**config.mk**
```make
export PLATFORM = sky130hd
export DESIGN_NAME = mode_clock_divider
export DESIGN_NICKNAME = d
export VERILOG_FILES = /design/src/rtl/mcd_pkg.sv /design/src/rtl/mcd_mode_decode.sv /design/src/rtl/mcd_bit_div.sv /design/src/rtl/mcd_frame_div.sv /design/src/rtl/mode_clock_divider.sv
export SDC_FILE = /design/constraint.sdc
export NUM_CORES = 1
export LEC_CHECK = 0
export CAP_MARGIN = 20
export CORE_MARGIN = 1
export CORE_UTILIZATION = 40
export CTS_CLUSTER_SIZE = 12
export DETAILED_ROUTE_END_ITERATION = 12
export DONT_BUFFER_PORTS = 1
export GPL_ROUTABILITY_DRIVEN = 0
export PLACE_DENSITY = 0.6
export SYNTH_ARGS = -nofsm -noshare
export SYNTH_HDL_FRONTEND = slang
export SYNTH_SLANG_ARGS = --single-unit
```
**constraint.sdc**
```tcl
create_clock -name sys_clk -period 5.4 [get_ports sys_clk]
set_clock_uncertainty 0.15 [all_clocks]
set_input_delay 0.54 -clock sys_clk [delete_from_list [all_inputs] [get_ports sys_clk]]
set_output_delay 0.54 -clock sys_clk [all_outputs]
set_load 0.05 [all_outputs]
```
**src/rtl/mcd_pkg.sv**
```systemverilog
package mcd_pkg;

   typedef enum logic [1:0] {
      SPD_NORMAL = 2'd0,
      SPD_DOUBLE = 2'd1,
      SPD_QUAD   = 2'd2
   } speed_e;

   typedef enum logic [1:0] {
      FMT_MIXED = 2'd0,
      FMT_I2S   = 2'd1,
      FMT_LJ    = 2'd2
   } fmt_e;

   // log2 of the bit clock half period in system clocks
   localparam int HALF_LOG_MAX = 2;
   localparam int HALF_LOG_W   = $clog2(HALF_LOG_MAX + 1);

   typedef struct packed {
      logic                  master;
      speed_e                speed;
      logic                  hpf;
      fmt_e                  fmt;
      logic [HALF_LOG_W-1:0] half_log;
   } mode_dec_t;

endpackage

```
**src/rtl/mcd_mode_decode.sv**
```systemverilog
module mcd_mode_decode
   import mcd_pkg::*;
#(
   parameter int MODE_W = 4
) (
   input  logic [MODE_W-1:0] mode,
   output mode_dec_t         dec
);

   if (MODE_W != 4) begin : g_bad_width
      $error("mcd_mode_decode: MODE_W must be 4");
   end

   logic [1:0] grp;
   logic [1:0] sub;

   assign grp = mode[3:2];
   assign sub = mode[1:0];

   always_comb begin
      dec          = '0;
      dec.master   = (grp == 2'b11);
      dec.hpf      = dec.master | ~sub[1];

      unique case (grp)
         2'b00:   dec.fmt = FMT_MIXED;
         2'b10:   dec.fmt = FMT_LJ;
         default: dec.fmt = FMT_I2S;
      endcase

      if (dec.master) begin
         unique case (sub)
            2'b00: begin dec.speed = SPD_DOUBLE; dec.half_log = HALF_LOG_W'(1); end
            2'b01: begin dec.speed = SPD_NORMAL; dec.half_log = HALF_LOG_W'(2); end
            2'b10: begin dec.speed = SPD_QUAD;   dec.half_log = HALF_LOG_W'(0); end
            default: begin dec.speed = SPD_NORMAL; dec.half_log = HALF_LOG_W'(1); end
         endcase
      end else begin
         unique case (sub)
            2'b00:   dec.speed = SPD_QUAD;
            2'b01:   dec.speed = SPD_DOUBLE;
            default: dec.speed = SPD_NORMAL;
         endcase
         dec.half_log = '0;
      end
   end

endmodule

```
**src/rtl/mcd_bit_div.sv**
```systemverilog
module mcd_bit_div
   import mcd_pkg::*;
#(
   parameter int LOG_MAX = HALF_LOG_MAX
) (
   input  logic                  clk,
   input  logic                  rst_n,
   input  logic                  run,
   input  logic [HALF_LOG_W-1:0] half_log,
   output logic                  bclk,
   output logic                  fall_stb
);

   localparam int CW = (LOG_MAX > 0) ? LOG_MAX : 1;

   if (LOG_MAX < 0 || LOG_MAX > 8) begin : g_bad_log
      $error("mcd_bit_div: LOG_MAX out of range");
   end

   logic [CW-1:0] cnt_q;
   logic [CW-1:0] lim;
   logic          wrap;

   assign lim      = CW'((32'd1 << half_log) - 32'd1);
   assign wrap     = run && (cnt_q >= lim);
   assign fall_stb = wrap && bclk;

   always_ff @(posedge clk or negedge rst_n) begin
      if (!rst_n) begin
         cnt_q <= '0;
         bclk  <= 1'b0;
      end else if (!run) begin
         cnt_q <= '0;
         bclk  <= 1'b0;
      end else if (wrap) begin
         cnt_q <= '0;
         bclk  <= ~bclk;
      end else begin
         cnt_q <= cnt_q + CW'(1);
      end
   end


   bclk_hold_chk: assert property (@(posedge clk) disable iff (!rst_n)
      (run && $past(run) && half_log != '0 && $rose(bclk)) |=> (bclk || !run));

endmodule

```
**src/rtl/mcd_frame_div.sv**
```systemverilog
module mcd_frame_div #(
   parameter int HALF_BCLKS = 32
) (
   input  logic clk,
   input  logic rst_n,
   input  logic run,
   input  logic fall_stb,
   input  logic bclk,
   output logic frame
);

   localparam int  BW     = (HALF_BCLKS > 1) ? $clog2(HALF_BCLKS) : 1;
   localparam bit  IS_POW = (HALF_BCLKS > 1) && ((1 << BW) == HALF_BCLKS);

   if (HALF_BCLKS < 2) begin : g_bad_half
      $error("mcd_frame_div: HALF_BCLKS must be at least 2");
   end

   logic [BW-1:0] bits_q;
   logic          last;

   if (IS_POW) begin : g_pow2
      assign last = &bits_q;
   end else begin : g_cmp
      assign last = (bits_q == BW'(HALF_BCLKS - 1));
   end

   always_ff @(posedge clk or negedge rst_n) begin
      if (!rst_n) begin
         bits_q <= '0;
         frame  <= 1'b0;
      end else if (!run) begin
         bits_q <= '0;
         frame  <= 1'b0;
      end else if (fall_stb) begin
         if (last) begin
            bits_q <= '0;
            frame  <= ~frame;
         end else begin
            bits_q <= bits_q + BW'(1);
         end
      end
   end


   frame_on_fall_chk: assert property (@(posedge clk) disable iff (!rst_n)
      (run && $past(run) && !$stable(frame)) |-> $fell(bclk));

endmodule

```
**src/rtl/mode_clock_divider.sv**
```systemverilog
module mode_clock_divider
   import mcd_pkg::*;
#(
   parameter int MODE_W           = 4,
   parameter int FRAME_HALF_BCLKS = 32
) (
   input  logic              sys_clk,
   input  logic              pdn_n,
   input  logic [MODE_W-1:0] mode,
   output logic              bit_clk,
   output logic              frame_clk,
   output logic              is_master,
   output logic [1:0]        speed,
   output logic              hpf_en,
   output logic [1:0]        fmt
);

   mode_dec_t dec;
   logic      fall_stb;

   mcd_mode_decode #(.MODE_W(MODE_W)) i_dec (
      .mode (mode),
      .dec  (dec)
   );

   mcd_bit_div #(.LOG_MAX(HALF_LOG_MAX)) i_bdiv (
      .clk      (sys_clk),
      .rst_n    (pdn_n),
      .run      (dec.master),
      .half_log (dec.half_log),
      .bclk     (bit_clk),
      .fall_stb (fall_stb)
   );

   mcd_frame_div #(.HALF_BCLKS(FRAME_HALF_BCLKS)) i_fdiv (
      .clk      (sys_clk),
      .rst_n    (pdn_n),
      .run      (dec.master),
      .fall_stb (fall_stb),
      .bclk     (bit_clk),
      .frame    (frame_clk)
   );

   assign is_master = dec.master;
   assign speed     = dec.speed;
   assign hpf_en    = dec.hpf;
   assign fmt       = dec.fmt;


   slave_idle_chk: assert property (@(posedge sys_clk) disable iff (!pdn_n)
      !is_master |=> (!bit_clk && !frame_clk));


   master_hpf_chk: assert property (@(posedge sys_clk) disable iff (!pdn_n)
      is_master |-> hpf_en);


   code_legal_chk: assert property (@(posedge sys_clk) disable iff (!pdn_n)
      (fmt != 2'd3) && (speed != 2'd3));


   pdn_hold_chk: assert property (@(posedge sys_clk)
      (!pdn_n && $past(!pdn_n)) |-> (!bit_clk && !frame_clk));

endmodule

```
# Word-level counts from Yosys, hierarchy flattened
# Cells that the tools add are included.
word_totals:
  ff_bits: 9
  output_inout_bits: 8
  word_cells: 42
classes:
  addsub: 3
  reduce_logical: 6
  bitwise_logic: 4
  shifts: 1
  magnitude_cmp: 1
  eq_ne: 7
  muxes: 16
op_table:
  columns: ["cell", "n"]
  rows:
  - ["one-hot mux 2 bit (2 select lines)", 4]
  - ["two-way mux 5 bit", 3]
  - ["two-way mux 2 bit", 4]
  - ["== test 2 bit (second input constant)", 3]
  - ["adder 5 x 1 -> 5 bit (second input constant)", 1]
  - ["two-way mux 1 bit", 5]
  - ["AND reduction 5 bit", 1]
  - ["zero test 2 bit", 2]
  - ["inequality test 2 bit (second input constant)", 2]
  - ["NOT 1 bit", 3]
  - ["adder 2 x 1 -> 2 bit (second input constant)", 1]
  - ["== test 2 x 1 -> 1 bit (second input constant)", 1]
  - [">= comparator 2 bit", 1]
  - ["logical AND 1 bit", 2]
  - ["inequality test 2 x 1 -> 1 bit (second input constant)", 1]
  - ["AND reduction 2 bit", 1]
  - ["left shift 1 x 2 -> 2 bit (first input constant)", 1]
  - ["subtractor 2 x 1 -> 2 bit (second input constant)", 1]
  - ["bitwise OR 1 bit", 1]

# Depth between registers and ports, before layout
# Gate-level depths: netlist of the first run.
logic_depth:
  depth_word: 10
  mapped_depth: 9
  ltp_nobuf: 9

# Cells and area by module
# From an unflattened synthesis of the first run, not the netlist that was laid out.
hier_totals:
  cells_unflattened: 61
  hier_area_um2: 639.4
by_module_without_submodules:
  columns: ["mod", "cells_per_inst", "area_per_inst_um2", "n_inst"]
  rows:
  - ["mcd_frame_div", 29, 332.8, 1]
  - ["mcd_bit_div", 17, 188.9, 1]
  - ["mcd_mode_decode", 15, 117.6, 1]

# Worst setup path before layout of the first run
# Ideal clock, no wire load.
synth_timing:
  kind: "input to register"
  start: "in mode[2]"
  end: "reg i_fdiv.bits_q[1]"
  cell_stages: 8
  setup_time_ns: 0.122
  setup_slack_ns: 2.995
  required_time_ns: 5.128
  arrival_time_ns: 2.133
  cell_sequence: "nand2_2 > buf_4 > inv_1 > nand2_1 > ha_1 > a211oi_4 > nor2_2 > a32o_1"
synth_via:
  elab_chain_len: 8
  word_cells_on_any_way: 9
  classes_between: "add/sub (1); order compare (1); eq/ne (2); shift (1); mux (2); reduce/logical (2)"
synth_rtl:
  columns: ["item", "line", "text"]
  rows:
  - ["start, declared", "mode_clock_divider.sv:9", "input logic [MODE_W-1:0] mode,"]
  - ["== test 2 bit (*)", "mcd_mode_decode.sv:22", "dec.master = (grp == 2'b11);"]
  - ["net is_master", "mode_clock_divider.sv:12", "output logic is_master,"]
  - ["two-way mux 2 bit", "mcd_mode_decode.sv:31", "if (dec.master) begin"]
  - ["left shift 1 x 2 -> 2 bit", "mcd_bit_div.sv:24", "assign lim = CW'((32'd1 << half_log) - 32'd1);"]
  - ["subtractor 2 x 1 -> 2 bit", "mcd_bit_div.sv:24", null]
  - [">= comparator 2 bit", "mcd_bit_div.sv:25", "assign wrap = run && (cnt_q >= lim);"]
  - ["logical AND 1 bit", "mcd_bit_div.sv:25", null]
  - ["logical AND 1 bit", "mcd_bit_div.sv:26", "assign fall_stb = wrap && bclk;"]
  - ["inequality test 2 bit (no line)", null, null]
  - ["end signal, assigned", "mcd_frame_div.sv:40", "bits_q <= bits_q + BW'(1);"]
  - ["end, declared", "mcd_frame_div.sv:19", "logic [BW-1:0] bits_q;"]
# Mark *: on every way through the listed nets, which the timed path passes. The rest lies on a longest branch.
# A chain may end at the register's enable or synchronous reset.

# Worst setup path in the final report of the first run
layout_timing:
  start: "in mode[2]"
  end: "reg i_fdiv.bits_q[2]"
# The elaborated chain is that of the path after synthesis.

==> results.yml, run 1 <==
detailed_routing:
  drtPass1Iterations: 2
  post-route-drc-count: 0
  routed_wl_um: 1032
  ant_nets: 0
  drt_iter0_markers: 1
  via_per_inst: 5.593
  wire_per_inst_um: 12.74
  via_count: 453
yosys:
  syn_inst: 64
  syn_nets: 78
  ys_seq_area_share_pct: 35.79
  yosys.area.top_type_share_pct: 35.79
  synth_common_cells: "dfrtp_1, ha_1, nand2_1"
  synth_flop_cell: "dfrtp_1"
  yosysTopAreaCell: "dfrtp_1"
  synth_warnings: 0
  synth-edff-count: 0
  syn_area_per_cell_sq_um: 9.834
  synth_seq_cells: 9
  async_flop_share_pct: 100.0
  syn-cell-area_sq_um: 629.4
  synth_area_leaders: "dfrtp_1, ha_1, nand2_1, nor2b_1, mux2_2"
  yosysUniqueCellTypes: 26
  yosysMostFrequentCell: "dfrtp_1"
global_routing:
  grt_max_degree: 13
  antenna_found_initial: 0
  grt_first_pass_wirelength_um: 1966
  grt_pass1_vias: 438
  grt_use_total_pct: 15.20
  grt-ovfl-total: 0
critical_path:
  r2r-end: "i_fdiv.bits_q[2]"
  critPathTopFamily: "compound AO/OA/AOI/OAI gates"
  path_cells: "nand2_2 -> inv_1 -> nand2_1 -> ha_1 -> a211o_2 -> a32oi_1 -> o21ai_1"
  r2r.worst_path.cells: 6
  cp.required_ns: 5.39
  r2r_slack_ns: 3.59
  path_max_fanout: 12
  timing.setup.critical_path_class: "input pin to flop"
  cpPeakStageDelay_ns: 0.43
  crit_end: "i_fdiv.bits_q[2]"
  arrival_ns: 2.24
  critical_path.endpoint_type: "flop"
  rr_startpoint: "i_bdiv.cnt_q[0]"
  path_depth: 7
  path_buf_inv: 1
  startpoint_type: "input pin"
  critPathSlowestCell: "inv_1"
  critPathLaunch: "mode[2]"
timing:
  fmax_mhz: 444.9
  period_needed_ns: 2.248
  grt_setup_unrepaired: "no"
  hold_viol: 0
  fin_crit_sh_pct: 41.62
  maxSlewHeadroom_pct: 50.66
  timing.setup.tns_ns: 0
  worstMarginPinSlew_ns: 0.7401
  setup-violations-final: 0
  slew_violations: 0
finish:
  area_delta_synth_final_pct: 6.163
  drive_gt1_share_pct: 16.67
  design_area_sq_um: 668.1
  fin_nets: 81
  multiInputGateArea_sq_um: 369.1
  fillers: 127
  seq_area_sq_um: 225.2
  num_antenna_cells: 0
floorplanning:
  core-area_sq_um: 1383
  rows: 13
  die_area_sq_um: 1736
  start_util_pct: 45.52
  die_w_um: 41.67
  fp.dieH_um: 41.67
  ios: 14
power:
  finalPower_uw: 146.8
  p_per_area_nw_per_um2: 219.7
  p_switching_uw: 43.78
  p_sw_share_pct: 29.82
  internal_power_uw: 103.0
  p_clk_share_pct: 35.2
  ir_worst_vdd_v: 0.00009828
  power_frac_comb_pct: 15.9
  p_leak_uw: 0.0003263
  power_frac_seq_pct: 48.9
run:
  drv_cap: 0
clock_tree:
  cts_tree: "done"
  clockBufferDepth: 2
  root_buffer: "clkbuf_4"
  htreeDepth: 1
  cts_made_buffers: 3
  clock_latency_ns: 0.26
  clock-sinks: 9
  cts_resized: 0
  path_clk_slew_ns: 0.06
run_status:
  status: "completed"
place:
  placedInstanceArea_sq_um: 631.9
  dp_hpwl_um: 797
  port_buffers: 0
worst_hold_path:
  worstHoldStart: "i_bdiv.cnt_q[0]"
  hp-class: "flop to flop"
## worst min path at each step
stage | end | slack, ns | cells after the start
after global placement | i_bdiv.bclk | 0.09 | 0
after global routing | i_bdiv.cnt_q[0] | 0.36 | 1
after detailed placement | i_bdiv.bclk | 0.09 | 0
after floorplan | i_bdiv.bclk | 0.09 | 0
final | i_bdiv.cnt_q[0] | 0.33 | 1
after CTS | i_bdiv.cnt_q[0] | 0.33 | 1
## worst reg2reg max path, cell delays in order (launching register included)
cell and delay [ns]:
dfrtp_1 0.38, inv_1 0.05, ha_1 0.28, nand2b_4 0.15
a211o_2 0.39, a32oi_1 0.21, o21ai_1 0.08
## state kept, by name, indices dropped and copies added, names as in the netlist
register,count
i_bdiv.bclk,1
i_fdiv.bits_q,5
i_fdiv.frame,1
i_bdiv.cnt_q,2
## cell usage in the layout, fill, tap and decap left out, types with 3 or more instances in the layout
master	synthesis	final
dfrtp_1	9	9
ha_1	8	8
nand2_1	7	7
inv_1	5	5
nor2b_1	4	4
o21ai_0	4	4
clkbuf_4	0	3
## timing repair
| action | 4_1_cts | 5_1_grt |
|---|---|---|
| endpoints found under the setup margin | 0 | 0 |
| setup buffers | 0 | 0 |
| endpoints found under the hold margin | 9 | 0 |
| hold buffers | 1 | 0 |
## through the flow
stage	std cells	setup WS [ns]	utilization [%]	hold WS, ns
floorplan	64	2.995	-	0.09441
global placement	76	2.894	45.70	0.09458
detailed placement	76	2.865	45.70	0.09460
CTS	81	3.161	48.33	0.3298
global route	81	3.050	48.33	0.3557
finish	81	3.152	48.33	0.3255
## kinds of logic (layout without fill, tap and decap cells)
kind of cell | count (synthesis) | after routing | synth area share [%]
and+or+nand+nor | 19 | 19 | 16.70
AOI/OAI and AO/OA | 17 | 17 | 21.08
DFF | 9 | 9 | 35.79
adders and majority gates | 8 | 8 | 15.91
buffers and inverters | 8 | 10 | 5.566
muxes | 2 | 2 | 3.578
xor gates and xnor gates | 1 | 1 | 1.392
## per-layer routing
metal | vias up | share of wire, % | track usage [%]
met5 | - | 0 | 0
met4 | 0 | 1.2 | 5.806
met3 | 2 | 6.4 | 9.565
met2 | 14 | 47 | 23.75
met1 | 208 | 45 | 16.49
li1 | 229 | - | -
## layout make-up
class	instances	share of cell area, %
Multi-Input combinational cell	47	55.24
Sequential cell	9	33.71
Clock buffer	4	3.933
Inverter	5	2.809
Tap cell	15	2.809
Timing Repair Buffer	1	1.498
## power groups by stage
stage          logic, uW  registers [uW]  clock network (uW)
2_1_floorplan       22.9            71.8                   0
6_report            23.3            71.8                51.7
3_3_place_gp        21.4            73.1                   0
3_5_place_dp        21.6            73.1                   0
5_1_grt             25.6            72.1                61.3
4_1_cts             23.7            71.8                56.9
Power figures use the tool's default switching activity.
==> run 2: changes to the inputs <==
--- a/config.mk
+++ b/config.mk
@@ -12,7 +12,7 @@
 export DETAILED_ROUTE_END_ITERATION = 12
 export DONT_BUFFER_PORTS = 1
 export GPL_ROUTABILITY_DRIVEN = 0
-export PLACE_DENSITY = 0.6
+export PLACE_DENSITY = 0.62
 export SYNTH_ARGS = -nofsm -noshare
 export SYNTH_HDL_FRONTEND = slang
 export SYNTH_SLANG_ARGS = --single-unit
==> constraint.sdc (replaced) <==
create_clock -name sys_clk -period 1.91 [get_ports sys_clk]
set_clock_uncertainty 0.15 [all_clocks]
set_input_delay 0.191 -clock sys_clk [delete_from_list [all_inputs] [get_ports sys_clk]]
set_output_delay 0.191 -clock sys_clk [all_outputs]
set_load 0.05 [all_outputs]
==> run 2 against run 1 <==
  * Global-route usage is 0.93 points higher
  * Setup slack worse by 3.1 ns
  * Hold slack worse by 0.19 ns
  * Register-to-register slack worse by 3.5 ns
  * Combinational power grew to 3.6 times the previous value
  * Sequential share of layout area is 3.5 points lower
  * Via count is 9.7% higher
  * Sequential cell count stayed put
  * Cell area is 12% higher
  * Largest cell class unchanged
  * Highest routed layer unchanged
==> results.yml, run 2 (synthesis gave the netlist of run 1 again) <==
global_routing:
  antenna_found_initial: 0
  grt_max_degree: 12
  grt_first_pass_wirelength_um: 2083
  grt-ovfl-total: 0
  grt_pass1_vias: 521
  grt_use_total_pct: 16.14
detailed_routing:
  drt_iter0_markers: 6
  wire_per_inst_um: 13.09
  via_count: 497
  met3_length_um: 53
  routed_wl_um: 1152
  post-route-drc-count: 0
  met1_length_um: 495
  routed.top_layer: "met4"
  via_per_inst: 5.648
  ant_nets: 0
  wl_met2_um: 565
  drtPass1Iterations: 3
finish:
  largest_reg_flops: 5
  drive_gt1_share_pct: 30.14
  top_register: "i_fdiv.bits_q"
  area_delta_synth_final_pct: 18.49
  top_regs: "i_fdiv.bits_q x5, i_bdiv.cnt_q x2"
  fillers: 125
  fin_nets: 88
  final_cell_mix: "dfrtp_1, ha_1, buf_4"
  layout_commonest_cell: "dfrtp_1"
  num_antenna_cells: 0
clock_tree:
  clock_latency_ns: 0.27
  htreeDepth: 1
  cts_made_buffers: 3
  root_buffer: "clkbuf_4"
  cts_tree: "done"
  clockBufferDepth: 2
  post_cts_buffers: 0
  clock-sinks: 9
  path_clk_slew_ns: 0.07
floorplanning:
  core-area_sq_um: 1383
  fp.dieH_um: 41.67
  die_w_um: 41.67
  ios: 14
  start_util_pct: 45.52
  die_area_sq_um: 1736
  rows: 13
critical_path:
  path_max_fanout: 5
  critPathLaunch: "i_bdiv.cnt_q[0]"
  critPathSlowestCell: "dfrtp_1"
  timing.setup.critical_path_class: "flop to flop"
  rr_startpoint: "i_bdiv.cnt_q[0]"
  cp.required_ns: 1.92
  critical_path.endpoint_type: "flop"
  arrival_ns: 1.82
  cpPeakStageDelay_ns: 0.39
  startpoint_type: "flop"
  path_cells: "inv_1 -> ha_1 -> nand2b_4 -> a211o_2 -> a32oi_1 -> o21ai_1"
power:
  p_per_area_nw_per_um2: 581.2
  p_leak_uw: 0.0003617
  finalPower_uw: 433.4
  ir_worst_vdd_v: 0.0002627
run:
  drv_cap: 0
timing:
  worstMarginPinSlew_ns: 0.5033
  fin_crit_sh_pct: 94.75
  grt_setup_unrepaired: "no"
  worst_slack_ns: 0.1003
  slew_violations: 0
  fmax_mhz: 552.6
  timing.setup.tns_ns: 0
  maxSlewHeadroom_pct: 66.45
  setup-violations-final: 0
  hold_viol: 0
  period_needed_ns: 1.810
place:
  dp_hpwl_um: 899.9
  port_buffers: 0
  dp_slack_ns: -0.08580
run_status:
  status: "completed"
worst_hold_path:
  hp-class: "input pin to asynchronous set/reset pin"
[run 2: what timing repair did]
item,in CTS,in global routing
endpoints found under the setup margin,0,0
resized for setup,0,0
hold buffers,1,0
hold endpoints to repair,9,0
[run 2: layout make-up]
type | count | area [sq um] | area share, %
multi-input combinational | 47 | 389.1 | 52.18
sequential | 9 | 225.2 | 30.20
timing repair buffer | 8 | 62.56 | 8.389
clock buffer | 3 | 22.52 | 3.020
inverter | 5 | 22.52 | 3.020
tap | 15 | 18.77 | 2.517
clock inverter | 1 | 5.005 | 0.6711
[run 2: per-stage QoR]
stage / hold WS [ns] / cells / instance area [sq um] / utilization, %
3_5_place_dp: -0.2544 / 83 / 708.2 / 51.22
2_1_floorplan: -0.2546 / 64 / 656.9 / -
6_report: 0.1329 / 88 / 745.7 / 53.94
4_1_cts: 0.1450 / 88 / 745.7 / 53.94
3_3_place_gp: -0.2544 / 83 / 708.2 / 51.22
5_1_grt: 0.1588 / 88 / 745.7 / 53.94
[run 2: worst paths after layout]
| kind | to | slack, ns | cells after the start |
|---|---|---|---|
| worst max-delay path | i_fdiv.bits_q[2] | 0.10 | 6 |
| worst min-delay path | i_fdiv.frame | 0.13 | 1 |
| worst max register to register | i_fdiv.bits_q[2] | 0.10 | 6 |
| worst min register to register | i_bdiv.cnt_q[0] | 0.33 | 1 |
| max in group asynchronous | i_fdiv.bits_q[0] | 1.18 | 1 |
| min in group sys_clk | i_fdiv.bits_q[3] | 0.15 | 3 |
[run 2: worst max-delay path: cells and delay by family (launching register included)]
kind / cells / cell delay (ns)
and+or+nand+nor: 1 / 0.15
adders and majority gates: 1 / 0.28
AOI/OAI and AO/OA: 3 / 0.66
buffers and inverters: 1 / 0.07
DFF: 1 / 0.39
[run 2: metal layers]
metal,global-route usage [%],vias to the layer above
li1,-,241
met1,16.03,241
met4,11.61,0
met5,0,-
met2,25.94,11
met3,7.826,4
[run 2: power breakdown]
group	switching [uW]	total (uW)	internal (uW)	leakage [uW]
clock	75.2	153	77.5	0.0000177
combinational	56.0	82.8	26.8	0.000219
sequential	4.95	198	193	0.000125
total	136	433	297	0.000362
